==> config.mk <==
export PLATFORM = sky130hd
export DESIGN_NAME = batt_health_tester
export DESIGN_NICKNAME = d
export VERILOG_FILES = /design/src/rtl/bht_pkg.sv /design/src/rtl/bht_cycle_cnt.sv /design/src/rtl/bht_warn_latch.sv /design/src/rtl/batt_health_tester.sv
export SDC_FILE = /design/constraint.sdc
export NUM_CORES = 1
export LEC_CHECK = 0
export BUFFER_PORTS_ARGS = -buffer_cell sky130_fd_sc_hd__buf_2
export CORE_ASPECT_RATIO = 1.75
export CORE_MARGIN = 3
export CORE_UTILIZATION = 45
export CTS_CLUSTER_DIAMETER = 30
export DETAILED_ROUTE_END_ITERATION = 8
export PLACE_DENSITY = 0.58
export REMOVE_ABC_BUFFERS = 1
export SYNTH_ARGS = -nofsm -noshare
export SYNTH_HDL_FRONTEND = slang
export SYNTH_SLANG_ARGS = --single-unit
==> constraint.sdc <==
create_clock -name clk_i -period 2.5 [get_ports clk_i]
set_input_delay 0.5 -clock clk_i [delete_from_list [all_inputs] [get_ports clk_i]]
set_output_delay 0.5 -clock clk_i [all_outputs]
set_load 0.02 [all_outputs]
==> src/rtl/bht_pkg.sv <==
package bht_pkg;
  typedef enum logic [1:0] {
    ST_OFF  = 2'd0,
    ST_TEST = 2'd1,
    ST_WAIT = 2'd2
  } bht_state_e;
endpackage

==> src/rtl/bht_cycle_cnt.sv <==
module bht_cycle_cnt #(
  parameter int W = 8
) (
  input  logic         clk_i,
  input  logic         rst_ni,
  input  logic         clr_i,
  input  logic         en_i,
  output logic [W-1:0] cnt_o
);
  always_ff @(posedge clk_i or negedge rst_ni) begin
    if (!rst_ni)    cnt_o <= '0;
    else if (clr_i) cnt_o <= '0;
    else if (en_i)  cnt_o <= cnt_o + 1'b1;
  end
endmodule

==> src/rtl/bht_warn_latch.sv <==
module bht_warn_latch (
  input  logic clk_i,
  input  logic rst_ni,
  input  logic start_i,
  input  logic sample_i,
  input  logic finish_i,
  input  logic powerup_i,
  output logic warn_o
);
  logic seen_q;

  always_ff @(posedge clk_i or negedge rst_ni) begin
    if (!rst_ni)       seen_q <= 1'b0;
    else if (start_i)  seen_q <= 1'b0;
    else if (sample_i) seen_q <= 1'b1;
  end

  // sticky set; only a power-up test may release
  always_ff @(posedge clk_i or negedge rst_ni) begin
    if (!rst_ni) warn_o <= 1'b0;
    else if (finish_i) begin
      if (seen_q || sample_i) warn_o <= 1'b1;
      else if (powerup_i)     warn_o <= 1'b0;
    end
  end
endmodule

==> src/rtl/batt_health_tester.sv <==
module batt_health_tester
  import bht_pkg::*;
#(
  parameter int PERIOD_CYCLES = 86_400_000,
  parameter int PULSE_CYCLES  = 1_000
) (
  input  logic clk_i,
  input  logic rst_ni,
  input  logic supply_ok_i,
  input  logic recov_done_i,
  input  logic batt_low_i,
  output logic load_en_o,
  output logic warn_n_o
);
  localparam int MAX_CNT = (PERIOD_CYCLES > PULSE_CYCLES) ? PERIOD_CYCLES : PULSE_CYCLES;
  localparam int CNT_W   = $clog2(MAX_CNT + 1);
  localparam logic [CNT_W-1:0] PULSE_LAST  = CNT_W'(PULSE_CYCLES - 1);
  localparam logic [CNT_W-1:0] PERIOD_LAST = CNT_W'(PERIOD_CYCLES - 1);

  bht_state_e       state_q, state_d;
  logic             pu_q, pu_d;
  logic             cnt_clr, test_start, test_done;
  logic [CNT_W-1:0] cnt;
  logic             in_test, warn;

  always_comb begin
    state_d    = state_q;
    pu_d       = pu_q;
    cnt_clr    = 1'b0;
    test_start = 1'b0;
    test_done  = 1'b0;
    unique case (state_q)
      ST_OFF: begin
        cnt_clr = 1'b1;
        if (supply_ok_i && recov_done_i) begin
          state_d    = ST_TEST;
          test_start = 1'b1;
          pu_d       = 1'b1;
        end
      end
      ST_TEST: begin
        if (!supply_ok_i) begin
          state_d = ST_OFF;
          cnt_clr = 1'b1;
        end else if (cnt == PULSE_LAST) begin
          state_d   = ST_WAIT;
          cnt_clr   = 1'b1;
          test_done = 1'b1;
        end
      end
      ST_WAIT: begin
        if (!supply_ok_i) begin
          state_d = ST_OFF;
          cnt_clr = 1'b1;
        end else if (cnt == PERIOD_LAST) begin
          state_d    = ST_TEST;
          cnt_clr    = 1'b1;
          test_start = 1'b1;
          pu_d       = 1'b0;
        end
      end
      default: begin
        state_d = ST_OFF;
        cnt_clr = 1'b1;
      end
    endcase
  end

  always_ff @(posedge clk_i or negedge rst_ni) begin
    if (!rst_ni) begin
      state_q <= ST_OFF;
      pu_q    <= 1'b0;
    end else begin
      state_q <= state_d;
      pu_q    <= pu_d;
    end
  end

  bht_cycle_cnt #(.W(CNT_W)) u_cnt (
    .clk_i  (clk_i),
    .rst_ni (rst_ni),
    .clr_i  (cnt_clr),
    .en_i   (1'b1),
    .cnt_o  (cnt)
  );

  // supply gate drops the load in the failing cycle
  assign in_test = (state_q == ST_TEST) && supply_ok_i;

  bht_warn_latch u_warn (
    .clk_i     (clk_i),
    .rst_ni    (rst_ni),
    .start_i   (test_start),
    .sample_i  (in_test && batt_low_i),
    .finish_i  (test_done),
    .powerup_i (pu_q),
    .warn_o    (warn)
  );

  assign load_en_o = in_test;
  assign warn_n_o  = ~warn;
endmodule

==> impl_metrics.env <==
export IMPL_run_status="completed"
export IMPL_post_cts_resized=0
export IMPL_drtPass1Iterations=4
export IMPL_ys_seq_area_frac=0.438
export IMPL_io_buffers=6
export IMPL_cap_violations=0
export IMPL_initial_core_util=0.469
export IMPL_grt_pass1_vias=1369
export IMPL_slowest_stage="nor4_4"
export IMPL_grt_max_degree=33
export IMPL_multiInputGateArea_sq_um=953
export IMPL_clock_sinks=32
export IMPL_finalSetupViolations=0
export IMPL_numPlacedInstances=243
export IMPL_clock_skew_ns=0.00500
export IMPL_num_antenna_cells=0
export IMPL_synth_area_per_cell_sq_um=9.48
export IMPL_antenna_found_initial=0
export IMPL_clkLatencyLatePin_ns=0.28
export IMPL_nets=212
export IMPL_timing_hold_violations_final=0
export IMPL_synth_cell_types=34
export IMPL_cts_hold_buf=0
export IMPL_p_leak_nw=0.802
export IMPL_fin_tns_setup_ns=0
export IMPL_period_needed_ns=2.03
export IMPL_wire_per_inst_microns=13.9
export IMPL_syn_inst=193
export IMPL_die_area_sq_um=4900
export IMPL_wirelength_microns=3490
export IMPL_final_common_cell="nor2_1"
export IMPL_fill_cells=379
export IMPL_drive_gt1_frac=0.133
export IMPL_place_hpwl_microns=2590
export IMPL_ioPinCount=7
export IMPL_grt_use_total=0.164
export IMPL_rsz0062_at_grt="no"
export IMPL_cp_start_kind="flop"
export IMPL_cts_root_buffer="clkbuf_8"
export IMPL_setup_worst_path_class="flop to flop"
export IMPL_fp_dieW_microns=54.2
export IMPL_min_period_over_period=0.812
export IMPL_hp_class="input pin to asynchronous set/reset pin"
export IMPL_gp_congestion=0.830
export IMPL_gr_total_overflow=0
export IMPL_slew_headroom=0.535
export IMPL_power_density_nw_per_um2=638
export IMPL_dieHeight_microns=90.3
export IMPL_clockBufferDepth=2
export IMPL_layout_common_cells="nor2_1, dfrtp_1, nand2_1, xnor2_1"
export IMPL_cp_arrival_ns=2.20
export IMPL_max_vdd_ir_drop_mv=0.382
export IMPL_row_count=30
export IMPL_crit_family="simple AND/OR/NAND/NOR gates"
export IMPL_drt_iter0_markers=37
export IMPL_crit_chain="ha_1, nand4_1, nor4_4, a21oi_2, a221oi_2, mux2_1"
export IMPL_dpl_worst_slack_ns=0.472
export IMPL_max_stage_delay_ns=0.40
export IMPL_cts_setup_buffers=0
export IMPL_synthToLayoutAreaGrowth_pct=8.14
export IMPL_antenna_left=0
export IMPL_dr_total_vias=1361
export IMPL_dpl_cell_area_sq_um=1890
export IMPL_clock_fmax_mhz=492
export IMPL_crit_path_end_kind="flop"
export IMPL_finalMaxSlewViolations=0
export IMPL_via_per_inst=5.42
export IMPL_grt_pass1_wl_microns=6090
export IMPL_final_core_util=0.507
export IMPL_cts_tree="yes"
export IMPL_final_cells=251
export IMPL_drc=0
export IMPL_crit_fanout=5
export IMPL_path_clk_slew_ns=0.07
export IMPL_design_area_sq_um=1980
export IMPL_syn_cell_area_sq_um=1830
export IMPL_numCtsBuffers=5
export IMPL_critPathBufInv=0
export IMPL_htreeDepth=2
export IMPL_fin_ws_ns=0.469
export IMPL_regArea_sq_um=801
export IMPL_worst_pin_slew_ns=0.697
export IMPL_synth_seq_cells=32
export IMPL_coreArea_sq_um=3900
export IMPL_crit_required_ns=2.67
export IMPL_ys_warn_count=0
## worst paths after layout
| path | start | to | slack, ns | depth (start not counted) |
|---|---|---|---|---|
| min in group clk_i | supply_ok_i | u_warn.seen_q$_DFFE_PN0P_ | 0.48 | 2 |
| max in group asynchronous | rst_ni | u_cnt.cnt_o[2]$_DFF_PN0_ | 1.79 | 1 |
| worst max-delay path | u_cnt.cnt_o[0]$_DFF_PN0_ | state_q[0]$_DFFE_PN0P_ | 0.47 | 6 |
| worst min-delay path | rst_ni | u_cnt.cnt_o[21]$_DFF_PN0_ | 0.25 | 1 |
| worst min register to register | u_cnt.cnt_o[0]$_DFF_PN0_ | u_cnt.cnt_o[0]$_DFF_PN0_ | 0.49 | 1 |
| worst max register to register | u_cnt.cnt_o[0]$_DFF_PN0_ | state_q[0]$_DFFE_PN0P_ | 0.47 | 6 |
## flip-flops by register name, indices dropped and copies added (netlist names)
name           cells
state_q            2
u_warn.seen_q      1
u_warn.warn_o      1
pu_q               1
u_cnt.cnt_o       27
## logic make-up (layout without fill, tap and decap cells)
kind of cell	count (synthesis)	in the layout	share of synthesized area
compound gates	13	13	0.0622
xor+xnor	25	25	0.120
fa+ha+maj	5	5	0.0342
buf+inv	13	23	0.0410
flops	32	32	0.438
mux	1	1	0.00616
simple gates	104	104	0.299
## synth_stat cells (all sizes together)
cell / number / share of area
nand4: 6 / 0.021
and4: 5 / 0.024
mux2: 1 / 0.0062
dfrtp: 32 / 0.44
nand3: 11 / 0.036
ha: 5 / 0.034
and3: 2 / 0.0068
nor2b: 1 / 0.0034
a21boi: 1 / 0.0062
or3: 1 / 0.0034
nand2: 20 / 0.042
nor4: 7 / 0.040
inv: 7 / 0.014
o22ai: 1 / 0.0034
a2111o: 1 / 0.0062
xnor2: 18 / 0.086
nor2: 36 / 0.075
o2111ai: 1 / 0.014
a221oi: 1 / 0.0082
a21oi: 4 / 0.013
nor3: 10 / 0.030
clkbuf: 1 / 0.0027
nand2b: 1 / 0.0034
xor2: 7 / 0.034
and2: 4 / 0.014
o21ai: 4 / 0.011
buf: 5 / 0.024
## power by group
group,switching (W),internal [W]
combinational,0.000170,0.000103
sequential,0.0000290,0.000552
clock,0.000189,0.000219
total,0.000387,0.000874
## cell type report
type                    count  area share
well taps                  48      0.0304
repair buffers              8      0.0228
flip-flops and latches     32       0.405
clock buffers               6      0.0417
inverters                   7      0.0133
multi-input cells         148       0.482
clock inverters             2     0.00506
## worst register-to-register path: cells and delay by family, from the launching register on
family | cells | cell delay (ns)
adders and majority gates | 1 | 0.25
muxes | 1 | 0.35
and+or+nand+nor | 2 | 0.60
DFF | 1 | 0.39
AOI/OAI and AO/OA | 2 | 0.33
## layer usage
layer / track usage / part of all wire / vias to the layer above
met5: 0 / 0 / -
met4: 0.0707 / 0.023 / 0
met3: 0.0397 / 0.025 / 9
met2: 0.266 / 0.53 / 20
met1: 0.197 / 0.42 / 659
li1: - / - / 673
## stage by stage
step / hold WS [ns] / power [W]
2_1_floorplan: 0.204 / 0.000772
3_3_place_gp: 0.465 / 0.000862
3_5_place_dp: 0.479 / 0.000869
4_1_cts: 0.288 / 0.00128
5_1_grt: 0.316 / 0.00134
6_report: 0.254 / 0.00126
Note: power is estimated with default switching activity, not from simulation.
